## config.mk

```make
export PLATFORM = sky130hd
export DESIGN_NAME = crs_cfg_rd_handler
export DESIGN_NICKNAME = d
export VERILOG_FILES = /design/src/rtl/crs_cfg_rd_handler.sv
export SDC_FILE = /design/constraint.sdc
export NUM_CORES = 1
export LEC_CHECK = 0
export ABC_CLOCK_PERIOD_IN_PS = 2050
export BUFFER_PORTS_ARGS = -buffer_cell sky130_fd_sc_hd__clkbuf_2
export CAP_MARGIN = 20
export CELL_PAD_IN_SITES_DETAIL_PLACEMENT = 0
export CELL_PAD_IN_SITES_GLOBAL_PLACEMENT = 2
export CORE_MARGIN = 2
export CORE_UTILIZATION = 26
export CTS_BUF_LIST = sky130_fd_sc_hd__clkbuf_4 sky130_fd_sc_hd__clkbuf_8
export CTS_CLUSTER_DIAMETER = 120
export DETAILED_ROUTE_END_ITERATION = 6
export GPL_ROUTABILITY_DRIVEN = 0
export PLACE_DENSITY_LB_ADDON = 0.1
export REMOVE_ABC_BUFFERS = 1
export SLEW_MARGIN = 25
export SYNTH_ARGS = -nofsm -noshare
export SYNTH_HDL_FRONTEND = slang
export SYNTH_SLANG_ARGS = --single-unit
```

## constraint.sdc

```tcl
create_clock -name clk -period 2.05 [get_ports clk]
set_clock_uncertainty 0.05 [all_clocks]
set_input_delay 0.3075 -clock clk [delete_from_list [all_inputs] [get_ports clk]]
set_output_delay 0.3075 -clock clk [all_outputs]
set_load 0.02 [all_outputs]
```

## src/rtl/crs_cfg_rd_handler.sv

```systemverilog
module crs_cfg_rd_handler #(
  parameter int TAG_W      = 8,
  parameter int OFF_W      = 12,
  parameter int CLK_HZ     = 250_000_000,
  parameter int TIMEOUT_MS = 500,
  parameter int RETRY_EN   = 0,
  parameter int SV_CAP     = 1
) (
  input  logic             clk,
  input  logic             rst_n,
  input  logic             req_valid,
  output logic             req_ready,
  input  logic [TAG_W-1:0] req_tag,
  input  logic [OFF_W-1:0] req_offset,
  input  logic [3:0]       req_be,
  output logic             iss_valid,
  input  logic             iss_ready,
  output logic [TAG_W-1:0] iss_tag,
  output logic [OFF_W-1:0] iss_offset,
  output logic [3:0]       iss_be,
  input  logic             cpl_valid,
  input  logic [TAG_W-1:0] cpl_tag,
  input  logic [2:0]       cpl_status,
  input  logic [31:0]      cpl_data,
  input  logic             rtctl_sv_en,
  output logic             rtcap_sv,
  output logic             rsp_valid,
  output logic [TAG_W-1:0] rsp_tag,
  output logic [31:0]      rsp_data,
  output logic             rsp_failed,
  output logic             rsp_crs
);

  localparam int          TMO_CYC  = (CLK_HZ / 1000) * TIMEOUT_MS;
  localparam int          CNT_W    = $clog2(TMO_CYC + 1);
  localparam logic [2:0]  ST_OK    = 3'd0;
  localparam logic [2:0]  ST_RETRY = 3'd2;
  localparam logic [31:0] ALL_ONES = 32'hFFFF_FFFF;
  localparam logic [31:0] VID_MARK = 32'hFFFF_0001;
  localparam logic        HAS_SV   = (SV_CAP != 0);
  localparam logic        DO_RTY   = (RETRY_EN != 0);

  typedef enum logic [1:0] {S_IDLE, S_ISSUE, S_WAIT} state_t;

  state_t           state;
  logic [TAG_W-1:0] tag_q;
  logic [OFF_W-1:0] off_q;
  logic [3:0]       be_q;
  logic [CNT_W-1:0] cnt_q;

  logic req_fire, iss_fire, cpl_hit;
  logic is_crs, sv_on, vid_rd, sv_hit, timed_out, again;

  assign req_ready  = (state == S_IDLE);
  assign iss_valid  = (state == S_ISSUE);
  assign iss_tag    = tag_q;
  assign iss_offset = off_q;
  assign iss_be     = be_q;
  assign rtcap_sv   = HAS_SV;

  assign req_fire  = req_valid && req_ready;
  assign iss_fire  = iss_valid && iss_ready;
  assign cpl_hit   = (state == S_WAIT) && cpl_valid && (cpl_tag == tag_q);

  assign is_crs    = (cpl_status == ST_RETRY);
  assign sv_on     = rtctl_sv_en && HAS_SV;
  assign vid_rd    = (off_q == '0) && (be_q[1:0] == 2'b11);
  assign sv_hit    = is_crs && sv_on && vid_rd;
  assign timed_out = (cnt_q >= CNT_W'(TMO_CYC));
  assign again     = DO_RTY && is_crs && !sv_hit && !timed_out;

  always_ff @(posedge clk) begin
    if (!rst_n) begin
      state      <= S_IDLE;
      tag_q      <= '0;
      off_q      <= '0;
      be_q       <= '0;
      cnt_q      <= '0;
      rsp_valid  <= 1'b0;
      rsp_tag    <= '0;
      rsp_data   <= '0;
      rsp_failed <= 1'b0;
      rsp_crs    <= 1'b0;
    end else begin
      rsp_valid <= 1'b0;
      if (state != S_IDLE && !timed_out) cnt_q <= cnt_q + 1'b1;
      case (state)
        S_IDLE: if (req_fire) begin
          tag_q <= req_tag;
          off_q <= req_offset;
          be_q  <= req_be;
          cnt_q <= '0;
          state <= S_ISSUE;
        end
        S_ISSUE: if (iss_fire) state <= S_WAIT;
        S_WAIT: if (cpl_hit) begin
          if (again) begin
            state <= S_ISSUE;
          end else begin
            state     <= S_IDLE;
            rsp_valid <= 1'b1;
            rsp_tag   <= cpl_tag;
            if (cpl_status == ST_OK) begin
              rsp_data   <= cpl_data;
              rsp_failed <= 1'b0;
              rsp_crs    <= 1'b0;
            end else if (sv_hit) begin
              rsp_data   <= VID_MARK;
              rsp_failed <= 1'b0;
              rsp_crs    <= 1'b0;
            end else begin
              rsp_data   <= ALL_ONES;
              rsp_failed <= 1'b1;
              rsp_crs    <= is_crs;
            end
          end
        end
        default: state <= S_IDLE;
      endcase
    end
  end

  AST_FAIL_ALL_ONES: assert property (@(posedge clk) disable iff (!rst_n)
    rsp_valid && rsp_failed |-> rsp_data == ALL_ONES);
  AST_CRS_MEANS_FAIL: assert property (@(posedge clk) disable iff (!rst_n)
    rsp_valid && rsp_crs |-> rsp_failed);
  AST_SV_NO_FAIL: assert property (@(posedge clk) disable iff (!rst_n)
    cpl_valid && state == S_WAIT && cpl_tag == tag_q && cpl_status == ST_RETRY && sv_on && vid_rd
    |=> rsp_valid && !rsp_failed && !rsp_crs && rsp_data == VID_MARK);
  AST_ONE_OUTSTANDING: assert property (@(posedge clk) disable iff (!rst_n)
    req_valid && req_ready |=> !req_ready);
  AST_ISS_HOLD: assert property (@(posedge clk) disable iff (!rst_n)
    iss_valid && !iss_ready |=> iss_valid && $stable(iss_tag) && $stable(iss_offset) && $stable(iss_be));
  AST_RSP_AFTER_CPL: assert property (@(posedge clk) disable iff (!rst_n)
    rsp_valid |-> $past(cpl_valid) && $past(cpl_tag) == rsp_tag);
  AST_RSP_PULSE: assert property (@(posedge clk) disable iff (!rst_n)
    rsp_valid |=> !rsp_valid);

endmodule

```

==> results by group, run 1 <==
Final layout
  • Layout area overhead: 35.45%
  • Fillers: between 1,000 and 1,500
  • Diodes inserted: 0
  • Multi-input logic area: around 1500 µm²
  • Final std cells w/o fill: approximately 640
  • Share of layout cells above drive strength 1: roughly two fifths
  • Net count reported at finish: between 500 and 600
  • FF+latch area: about 1400 µm²
  • Fin util: a little over a third

Global route
  • GRT Util Overall: between 10% and 20%
  • Vias in the first global route: about 2,800
  • Initial antenna violation count: 0
  • First-pass GRT wire length: about 14,000 µm
  • Grt ovf: 0
  • Largest net degree at the start of global routing: 25

Yosys
  • Post-synthesis async set-or-reset flop share: 0%
  • Commonest cells post-synth: nand2_1, dfxtp_1, mux2i_1, a21oi_1, o31ai_1
  • Cell Area, Synth: 3032 µm²
  • Post-synthesis adder-cell area fraction: 0%
  • Yosys warns: 0
  • Largest family of logic cells by synthesized area: simple AND/OR/NAND/NOR gates
  • Top FF cell, synth: dfxtp_1
  • Multiplexer area fraction after synthesis: ~9%
  • Synth top area share: between 40% and 50%
  • Post-synth top area cell: dfxtp_1
  • Synth Area in XOR/XNOR: approximately 3.5%
  • Synthesized flop and latch total: 69
  • Most instantiated library cell after synthesis: nand2_1
  • Cell count after synthesis: 350
  • Netlist cell types: 34
  • Synth top area cells: dfxtp_1, nand2_1, mux2i_1, o31ai_1, a21oi_1
  • Post-Synth Simple-Gate Area: a little over 20%
  • Syn Area/Cell: around 8.7 µm²
  • Post-synthesis compound-gate area fraction: between 10% and 20%
  • Register area share after synthesis: 45.56%
  • Number of synthesized flops with an enable pin: 0

Setup path
  • Crit path cell chain: xnor2_2, nand4_4, or3_1, buf_4, o31ai_2
  • Worst EP required: around 2.3 ns
  • Crit path DAT: around 1.9 ns
  • CP max FO: 17
  • CP top delay family: simple AND/OR/NAND/NOR gates
  • Slowest cell delay on critical path: ~0.36 ns
  • CP endpoint kind: register
  • CP bufs+invs: 1
  • Critical-path top delay cell: dfxtp_1
  • CP Launch Type: register
  • WS Path Type: reg2reg

Place
  • Placed Instances: 622
  • Setup slack after placement: around 0.27 ns
  • DP HPWL: between 6000 and 7000 µm
  • Port buffer count: about 140

CTS
  • Root Driver: clkbuf_8
  • Cts repair resizes: 0
  • Clock Latency Late Sink: ~0.34 ns
  • # clock sinks: between 60 and 70
  • CTS tree: built
  • CTS max path bufs: 2
  • CTS clock-pin slew for the worst setup and hold paths: approximately 0.080 ns
  • Postcts setup bufs: 0
  • Num CTS Buffers: 9
  • Depth of the CTS H-tree: 3
  • CTS Hold Bufs: 0

Power
  • P_leak: ~0.0018 µW
  • Peak VDD IR: 345.6 µV
  • Pwr per Cell Area: slightly below 700 nW/µm²
  • Final Total Pwr: about 2900 µW

Detailed routing
  • Remaining DRCs: 0
  • Initial DRC Count: 90
  • Via count: 2,855
  • Routed WL: 9074 µm
  • DR WL/cell: approximately 14 µm
  • DRT antenna net count: 0
  • First-pass detailed-route iteration total: 4
  • Vias per cell: approximately 4.5

STA
  • Worst setup margin: ~0.32 ns
  • Final setup vio count: 0
  • RSZ-0062 raised after global routing: false
  • Period utilization: 84.39%
  • Slew Viols, Final: 0
  • FMAX: 578.0 MHz
  • Tmin final: roughly 1.7 ns
  • TNS Setup: 0 ns
  • Hold Violations, Final: 0

Die
  • Core Area: between 10,000 and 15,000 µm²
  • Starting Density: 26.55%
  • Cell Rows: 39
  • Die W: between 100 and 150 µm
  • Num ports: 143
  • Chip Height: around 110 µm
  • Die ar.: approximately 13,000 µm²

Hold path
  • Hold Crit Class: in2reg

Run
  • Maxcap violations: 0

Run status
  • Status: finished, final reports clean
## placed cells by master, fill, tap and decap left out
cell,instances
xnor2_1,3
o21ai_1,5
nand3_1,3
mux2i_1,27
conb_1,1
inv_1,2
clkbuf_4,4
dfxtp_1,69
nor4_1,1
and2_1,16
nand3_2,1
o21ai_0,13
xnor2_2,5
nor3_1,1
o22ai_1,1
nand2_1,87
o31ai_2,8
nor3_2,1
buf_12,1
nor4b_1,1
nor2b_1,1
clkbuf_8,11
clkinv_2,1
nand2b_1,1
a21oi_1,24
nand4_4,1
nor2_1,19
clkbuf_2,141
or3_1,2
nor4bb_1,1
o211ai_1,1
o21a_1,1
buf_4,16
nand4_1,3
o31ai_1,22
## power breakdown
group / switching (µW) / internal, µW / total [µW]
Clock: 499 / 560 / 1060
Sequential: 30.2 / 1380 / 1410
Combinational: 240 / 154 / 394
Total: 770 / 2090 / 2860
## through the flow
step           instance area, µm²  hold WS, ns
2_1_floorplan                2890       0.3750
3_3_place_gp                 3920       0.3918
3_5_place_dp                 3920       0.3983
4_1_cts                      4106       0.1104
5_1_grt                      4106       0.1199
6_report                     4106       0.1353
## logic make-up after synthesis
group	after synthesis
AND/OR/NAND/NOR	139
AO/OA/AOI/OAI	75
flip-flops	69
buffers and inverters	31
multiplexers	27
XOR/XNOR	8
other	1
## layer usage
layer	routed length, µm	vias up	share of wire (%)	track usage, %
met5	0	-	0	0
met4	106	0	1.2	4.472
met3	835	8	9.2	5.716
met2	3936	104	43	22.18
met1	4196	1278	46	19.04
li1	-	1465	-	-
## state kept, by name (all words and copies together), names as in the netlist
register	cells
state	2
rsp_valid	1
iss_offset	12
rsp_data	32
rsp_tag	8
rsp_crs	1
iss_tag	8
iss_be	4
rsp_failed	1
## area by class of cell
class                      count  share of cell area (%)
tap                          143                   4.357
timing repair buffer         158                   20.60
sequential                    69                   33.64
clock inverter                 1                  0.1219
inverter                       2                  0.1828
clock buffer                  15                   4.418
multi-input combinational    250                   36.68
## worst reg2reg max path, delay by kind of cell (launching register included)
family | cells | cell delay, ns
xor gates and xnor gates | 1 | 0.27
and+or+nand+nor | 2 | 0.47
buffers and inverters | 1 | 0.22
AOI/OAI and AO/OA | 1 | 0.27
DFF | 1 | 0.36
## worst paths after layout
path / slack (ns) / startpoint / cells past startpoint / end
worst min register to register: 0.41 / rsp_data[31]$_SDFFE_PN0P_ / 2 / rsp_data[31]$_SDFFE_PN0P_
worst max-delay path: 0.32 / iss_tag[1]$_SDFFE_PN0P_ / 5 / rsp_data[12]$_SDFFE_PN0P_
worst max register to register: 0.32 / iss_tag[1]$_SDFFE_PN0P_ / 5 / rsp_data[12]$_SDFFE_PN0P_
worst min-delay path: 0.14 / req_offset[6] / 3 / iss_offset[6]$_SDFFE_PN0P_
Power figures use the tool's default switching activity.
==> run 2: changes to the inputs <==
- ABC_CLOCK_PERIOD_IN_PS: 2050 -> 1600
- clock period: 2.05 -> 1.6 ns (I/O delays scaled with it)
==> results by group, run 2 (synthesized netlist as in run 1, its figures left out) <==
Final layout
  • Fin util: 40.38% (+4.4 points)
  • Post-Layout Inst Area: 4611 µm² (+12%)
  • Layout area overhead: 52.08%
  • Multi-input logic area: 1679 µm² (+11%)
  • Share of layout cells above drive strength 1: 46.56% (+8.2 points)
  • FF+latch area: 1394 µm² (+0.91%)
  • Fillers: 1,189 (-5.0%)
  • Final std cells w/o fill: 667 (+4.5%)
  • Diodes inserted: 0 (unchanged)
  • Largest Register: rsp_data
  • Commonest cells after routing, fill and taps aside: clkbuf_2, nand2_1, dfxtp_1
  • Net count reported at finish: 592 (+5.2%)
  • Commonest non-fill, non-tap cell in the layout: clkbuf_2
  • Max reg flops: 32 (unchanged)

Power
  • Sw Ratio: 26.70% (-0.22 points)
  • Pwr per Cell Area: 857.1 nW/µm² (+23%)
  • Pint: 2897 µW (+39%)
  • Logic pwr share: 16.1% (+2.3 points)
  • P_leak: 0.002054 µW (+13%)
  • Sw power: 1055 µW (+37%)
  • Peak VDD IR: 339.0 µV (-1.9%)
  • Sequential share of power: 45.7% (-3.5 points)
  • Clock power frac: 38.2% (+1.2 points)

STA
  • Tmin final: 1.633 ns (-0.09744 ns)
  • Hold_ws: 0.05657 ns (-0.07869 ns)
  • Final setup vio count: 7 (+7)
  • FMAX: 612.5 MHz (+6.0%)
  • TNS Setup: -0.09397 ns (-0.09397 ns)
  • Period utilization: 102.0% (+18 points)
  • Worst setup margin: -0.03259 ns (-0.3526 ns)
  • Hold Violations, Final: 0 (unchanged)
  • RSZ-0062 raised after global routing: true
  • Slew Viols, Final: 0 (unchanged)

Hold path
  • Worst hold start: req_offset[6]
  • Hold depth: 3 (unchanged)
  • Hold Crit Class: in2reg
  • Worst Hold Path EP: iss_offset[6]$_SDFFE_PN0P_

Detailed routing
  • Vias per cell: 4.466 (-0.19%)
  • First-pass detailed-route iteration total: 5 (+1)
  • Remaining DRCs: 0 (unchanged)
  • Routed WL: 9351 µm (+3.1%)
  • DR WL/cell: 14.02 µm (-1.4%)
  • DRT antenna net count: 0 (unchanged)
  • Initial DRC Count: 96 (+6.7%)
  • Via count: 2,979 (+4.3%)

Die
  • Die W: 112.0 µm (unchanged)
  • Starting Density: 26.55% (unchanged)
  • Core Area: 11,420 µm² (unchanged)
  • Num ports: 143 (unchanged)
  • Cell Rows: 39 (unchanged)
  • Chip Height: 112.0 µm (unchanged)
  • Die ar.: 12,540 µm² (unchanged)

Setup path
  • CP bufs+invs: 3 (+2)
  • CP endpoint kind: register
  • Worst reg2reg path startpoint: iss_tag[7]$_SDFFE_PN0P_
  • WS Path Type: reg2reg
  • R2r worst-path depth: 7 (+2)
  • CP dominant cell by count: buf_12
  • Reg2reg setup slack: -0.03 ns (-0.35 ns)
  • Crit path cell chain: xnor2_4, buf_4, nand4_1, nor3_4, buf_12, buf_12, mux2i_2
  • CP top delay family: buffers and inverters
  • Critical Path Stages: 7 (+2)
  • Critical-path top delay cell: dfxtp_2
  • CP Launch Type: register
  • CP max FO: 11 (-6)
  • Slowest cell delay on critical path: 0.35 ns (about the same)
  • Critical R2R Capture: rsp_data[20]$_SDFFE_PN0P_
  • Worst EP required: 1.82 ns (-0.44 ns)
  • Crit path DAT: 1.86 ns (-0.08 ns)

CTS
  • Clock Latency Late Sink: 0.34 ns (about the same)
  • Root Driver: clkbuf_8
  • CTS tree: built
  • CTS Hold Bufs: 0 (unchanged)
  • CTS clock-pin slew for the worst setup and hold paths: 0.07 ns (about the same)
  • # clock sinks: 69 (unchanged)
  • Depth of the CTS H-tree: 3 (unchanged)
  • CTS max path bufs: 2 (unchanged)
  • Num CTS Buffers: 9 (unchanged)

Global route
  • Grt ovf: 0 (unchanged)
  • Largest net degree at the start of global routing: 26 (+4.0%)
  • First-pass GRT wire length: 15,150 µm (+4.8%)
  • GRT Util Overall: 15.21% (+0.68 points)
  • Vias in the first global route: 3,092 (+9.2%)
  • Initial antenna violation count: 0 (unchanged)

Run status
  • Status: finished, violations left
  • Failing checks: setup timing

Place
  • Port buffer count: 141 (unchanged)
  • Placed Instances: 647 (+4.0%)
  • DP HPWL: 6704 µm (+2.4%)
  • Placed cell area: 4145 µm² (+5.7%)

Run
  • Maxcap violations: 0 (unchanged)
## run 2: cell types whose count changed in the layout (fill, tap and decap cells not counted), sizes merged
cell    before  now
buf         17   46
clkbuf     156  153
clkinv       1    3
bufinv       0    1
## run 2: cell type report
cell class / count / share of cell area [%]
flip-flops and latches: 69 / 30.23
multi-input cells: 250 / 36.42
repair buffers: 187 / 24.75
clock inverters: 4 / 0.9769
inverters: 2 / 0.1628
well taps: 143 / 3.881
clock buffers: 12 / 3.582
## run 2: worst register-to-register path, cell delays in order, from the launching register on
cell,delay (ns)
dfxtp_2,0.35
xnor2_4,0.18
buf_4,0.14
nand4_1,0.15
nor3_4,0.21
buf_12,0.15
buf_12,0.14
mux2i_2,0.21
## run 2: power by group through the flow
stage	Clock, µW	Combinational [µW]	Sequential, µW
floorplan	0	201	1890
global placement	0	602	1830
detailed placement	0	603	1830
CTS	1580	632	1800
global route	1660	699	1810
finish	1510	637	1810
## run 2: worst max path at each step
stage | start | slack [ns] | end
6_report | iss_tag[7]$_SDFFE_PN0P_ | -0.03 | rsp_data[20]$_SDFFE_PN0P_
3_5_place_dp | cpl_tag[2] | -0.1 | rsp_data[5]$_SDFFE_PN0P_
5_1_grt | iss_tag[6]$_SDFFE_PN0P_ | -0.11 | rsp_data[20]$_SDFFE_PN0P_
2_1_floorplan | iss_tag[7]$_SDFFE_PN0P_ | -2.39 | state[1]$_SDFFE_PN0P_
3_3_place_gp | cpl_tag[2] | -0.06 | rsp_data[6]$_SDFFE_PN0P_
4_1_cts | iss_tag[6]$_SDFFE_PN0P_ | -0.008 | rsp_data[19]$_SDFFE_PN0P_
## run 2: timing repair
action / CTS / global route
setup endpoints to repair: 41 / 40
resized for setup: 19 / 19
buffers inserted: 2 / 1
gates cloned: 1 / 0
pin swaps: 8 / 11
## run 2: per-stage QoR
step / power (µW) / worst slack (ns)
after floorplan: 2088 / -2.390
after global placement: 2436 / -0.05953
after detailed placement: 2438 / -0.09930
after CTS: 4015 / -0.007763
after global routing: 4167 / -0.1127
final: 3952 / -0.03259
## run 2: routing by layer
layer / global-route usage (%) / vias up / routed length (µm)
met5: 0 / - / 0
met1: 19.04 / 1355 / 4284
met4: 6.098 / 0 / 134
met3: 5.063 / 10 / 718
met2: 24.24 / 93 / 4213
li1: - / 1521 / -
==> run 3: changes to the inputs <==
- ABC_AREA: default -> 1
- CORE_UTILIZATION: 26 -> 25
- GPL_TIMING_DRIVEN: default -> 0
==> results by group, run 3 <==
Final layout
  • Final std cells w/o fill: 698 (+4.6%)
  • Layout area overhead: 43.36%
  • Commonest non-fill, non-tap cell in the layout: clkbuf_2
  • Share of layout cells above drive strength 1: 43.01% (-3.6 points)
  • Commonest cells after routing, fill and taps aside: clkbuf_2, nor2_1, nand2_1
  • Max reg flops: 32 (unchanged)
  • Largest Register: rsp_data
  • Net count reported at finish: 619 (+4.6%)
  • Diodes inserted: 0 (unchanged)
  • Fin util: 36.26% (-4.1 points)

Yosys
  • Cell count after synthesis: 400 (+14%)
  • Synthesized flop and latch total: 69 (unchanged)
  • Netlist cell types: 29 (-15%)
  • Synth top area share: 45.85% (+0.28 points)
  • Commonest cells post-synth: nor2_1, nand2_1, dfxtp_1, o21ai_0, a21oi_1
  • Top FF cell, synth: dfxtp_1
  • Largest family of logic cells by synthesized area: simple AND/OR/NAND/NOR gates
  • Register area share after synthesis: 45.85% (+0.28 points)
  • Syn Area/Cell: 7.532 µm² (-13%)
  • Synth top area cells: dfxtp_1, nor2_1, nand2_1, o21ai_0, nor3_2
  • Post-synth top area cell: dfxtp_1
  • Post-synthesis async set-or-reset flop share: 0% (unchanged)
  • Post-synthesis adder-cell area fraction: 0% (unchanged)
  • Multiplexer area fraction after synthesis: 0% (-8.9 points)
  • Number of synthesized flops with an enable pin: 0 (unchanged)
  • Cell Area, Synth: 3013 µm² (-0.62%)
  • Synth Area in XOR/XNOR: 1.703% (-1.8 points)
  • Yosys warns: 0 (unchanged)
  • Post-synthesis compound-gate area fraction: 12.96% (-3.4 points)
  • Most instantiated library cell after synthesis: nor2_1
  • Post-Synth Simple-Gate Area: 32.18% (+12 points)

Global route
  • Vias in the first global route: 2,838 (-8.2%)
  • Largest net degree at the start of global routing: 53 (+100%)
  • Grt ovf: 0 (unchanged)
  • First-pass GRT wire length: 14,550 µm (-4.0%)
  • GRT Util Overall: 14.38% (-0.83 points)
  • Initial antenna violation count: 0 (unchanged)

STA
  • FMAX: 638.5 MHz (+4.2%)
  • Tmin final: 1.566 ns (-0.06649 ns)
  • Slew Viols, Final: 0 (unchanged)
  • RSZ-0062 raised after global routing: true
  • Worst-Margin Slew: 0.6128 ns
  • Max-slew headroom at the worst pin: 59.09%
  • Hold Violations, Final: 0 (unchanged)
  • TNS Setup: 0 ns (+0.09397 ns)
  • Final setup vio count: 0 (-7)
  • Hold_ws: 0.07536 ns (+0.01879 ns)
  • Period utilization: 97.88% (-4.2 points)

Power
  • Sw Ratio: 28.23% (+1.5 points)
  • P_leak: 0.001922 µW (-6.4%)
  • Logic pwr share: 15.7% (-0.4 points)
  • Pwr per Cell Area: 896.5 nW/µm² (+4.6%)
  • Sequential share of power: 47.3% (+1.6 points)
  • Clock power frac: 36.9% (-1.3 points)
  • Peak VDD IR: 357.8 µV (+5.6%)
  • Pint: 2779 µW (-4.1%)
  • Sw power: 1093 µW (+3.6%)

CTS
  • Clock Latency Late Sink: 0.35 ns (about the same)
  • Root Driver: clkbuf_8
  • CTS clock-pin slew for the worst setup and hold paths: 0.08 ns (about the same)
  • CTS tree: built
  • Num CTS Buffers: 9 (unchanged)
  • # clock sinks: 69 (unchanged)
  • CTS max path bufs: 2 (unchanged)
  • Depth of the CTS H-tree: 3 (unchanged)

Setup path
  • Reg2reg setup slack: 0.03 ns (+0.07 ns)
  • Worst reg2reg path startpoint: state[1]$_SDFFE_PN0P_
  • WS Path Type: reg2reg
  • Critical R2R Capture: rsp_data[0]$_SDFFE_PN0P_
  • Worst EP required: 1.79 ns (-0.03 ns)
  • Worst setup startpoint: state[1]$_SDFFE_PN0P_
  • Worst setup path endpoint: rsp_data[0]$_SDFFE_PN0P_
  • CP max FO: 6 (-5)
  • Crit path DAT: 1.76 ns (-0.10 ns)
  • CP endpoint kind: register
  • R2r worst-path depth: 10 (+3)
  • CP Launch Type: register

Detailed routing
  • Routed WL: 9632 µm (+3.0%)
  • DR WL/cell: 13.80 µm (-1.6%)
  • Met1 wire length: 4244 µm (-0.93%)
  • First-pass detailed-route iteration total: 4 (-1)
  • Initial DRC Count: 111 (+16%)
  • Uppermost layer routed: met4
  • Remaining DRCs: 0 (unchanged)
  • Via count: 3,042 (+2.1%)
  • WL met3: 609 µm (-15%)
  • DRT antenna net count: 0 (unchanged)
  • Vias per cell: 4.358 (-2.4%)
  • Routed length on met2: 4639 µm (+10%)

Die
  • Die W: 113.8 µm (+1.6%)
  • Core Area: 11,910 µm² (+4.3%)
  • Num ports: 143 (unchanged)
  • Die ar.: 12,950 µm² (+3.2%)
  • Chip Height: 113.8 µm (+1.6%)
  • Starting Density: 25.29% (-1.3 points)
  • Cell Rows: 40 (+2.6%)

Run status
  • Status: finished, final reports clean

Place
  • Placed Instances: 667 (+3.1%)
  • Port buffer count: 141 (unchanged)
  • DP HPWL: 6146 µm (-8.3%)

Run
  • Maxcap violations: 0 (unchanged)

Hold path
  • Hold Crit Class: in2reg
-- run 3: layer usage --
metal	vias to the layer above	GRT usage, %
met5	-	0
met4	0	5.366
met3	11	4.463
met2	86	24.23
met1	1366	17.25
li1	1579	-
-- run 3: timing repair --
action	in CTS	in global routing
resized for setup	8	39
hold buffers	0	0
pin swaps	6	10
cloned	2	4
setup buffers	6	3
endpoints found under the setup margin	69	42
-- run 3: worst min path at each step --
stage	from	endpoint	depth (start not counted)
floorplan	cpl_data[16]	rsp_data[16]$_SDFFE_PN0P_	2
global placement	rsp_data[2]$_SDFFE_PN0P_	rsp_data[2]$_SDFFE_PN0P_	2
CTS	cpl_data[0]	rsp_data[0]$_SDFFE_PN0P_	3
finish	cpl_data[0]	rsp_data[0]$_SDFFE_PN0P_	3
global route	cpl_data[26]	rsp_data[26]$_SDFFE_PN0P_	3
detailed placement	rsp_data[3]$_SDFFE_PN0P_	rsp_data[3]$_SDFFE_PN0P_	2
-- run 3: through the flow --
| stage | instance area, µm² | power (µW) | worst slack [ns] |
|---|---|---|---|
| floorplan | 2879 | 2164 | -0.2095 |
| global placement | 3769 | 2411 | -0.8496 |
| detailed placement | 3769 | 2413 | -0.8489 |
| CTS | 4090 | 3908 | -0.02805 |
| global route | 4319 | 4094 | -0.06096 |
| finish | 4319 | 3872 | 0.03390 |
-- run 3: final cells by class --
type	instances	area [µm²]
fill	1333	7592
multi-input combinational	293	1620
sequential	69	1390
timing repair buffer	151	842.1
tap	147	183.9
clock buffer	11	145.1
inverter	22	87.58
clock inverter	5	50.05
-- run 3: critical path: stages (launching register included) --
cell and delay [ns]:
dfxtp_2 0.34, inv_2 0.04, nor2_4 0.10, nand2_4 0.08
inv_2 0.07, nand3_2 0.09, nor2_4 0.21, buf_12 0.17
nand2_8 0.09, nor3_4 0.17, nor2_1 0.05
-- run 3: power by group through the flow --
stage / Clock [µW] / Sequential [µW] / Combinational, µW
after floorplan: 0 / 1930 / 232
after global placement: 0 / 1870 / 546
after detailed placement: 0 / 1870 / 546
after CTS: 1510 / 1830 / 573
after global routing: 1580 / 1840 / 678
final: 1430 / 1830 / 609
-- run 3: logic make-up after synthesis --
kind of cell,Yosys count
flip-flops,69
AO/OA/AOI/OAI,78
other,1
AND/OR/NAND/NOR,204
XOR/XNOR,5
buffers and inverters,43
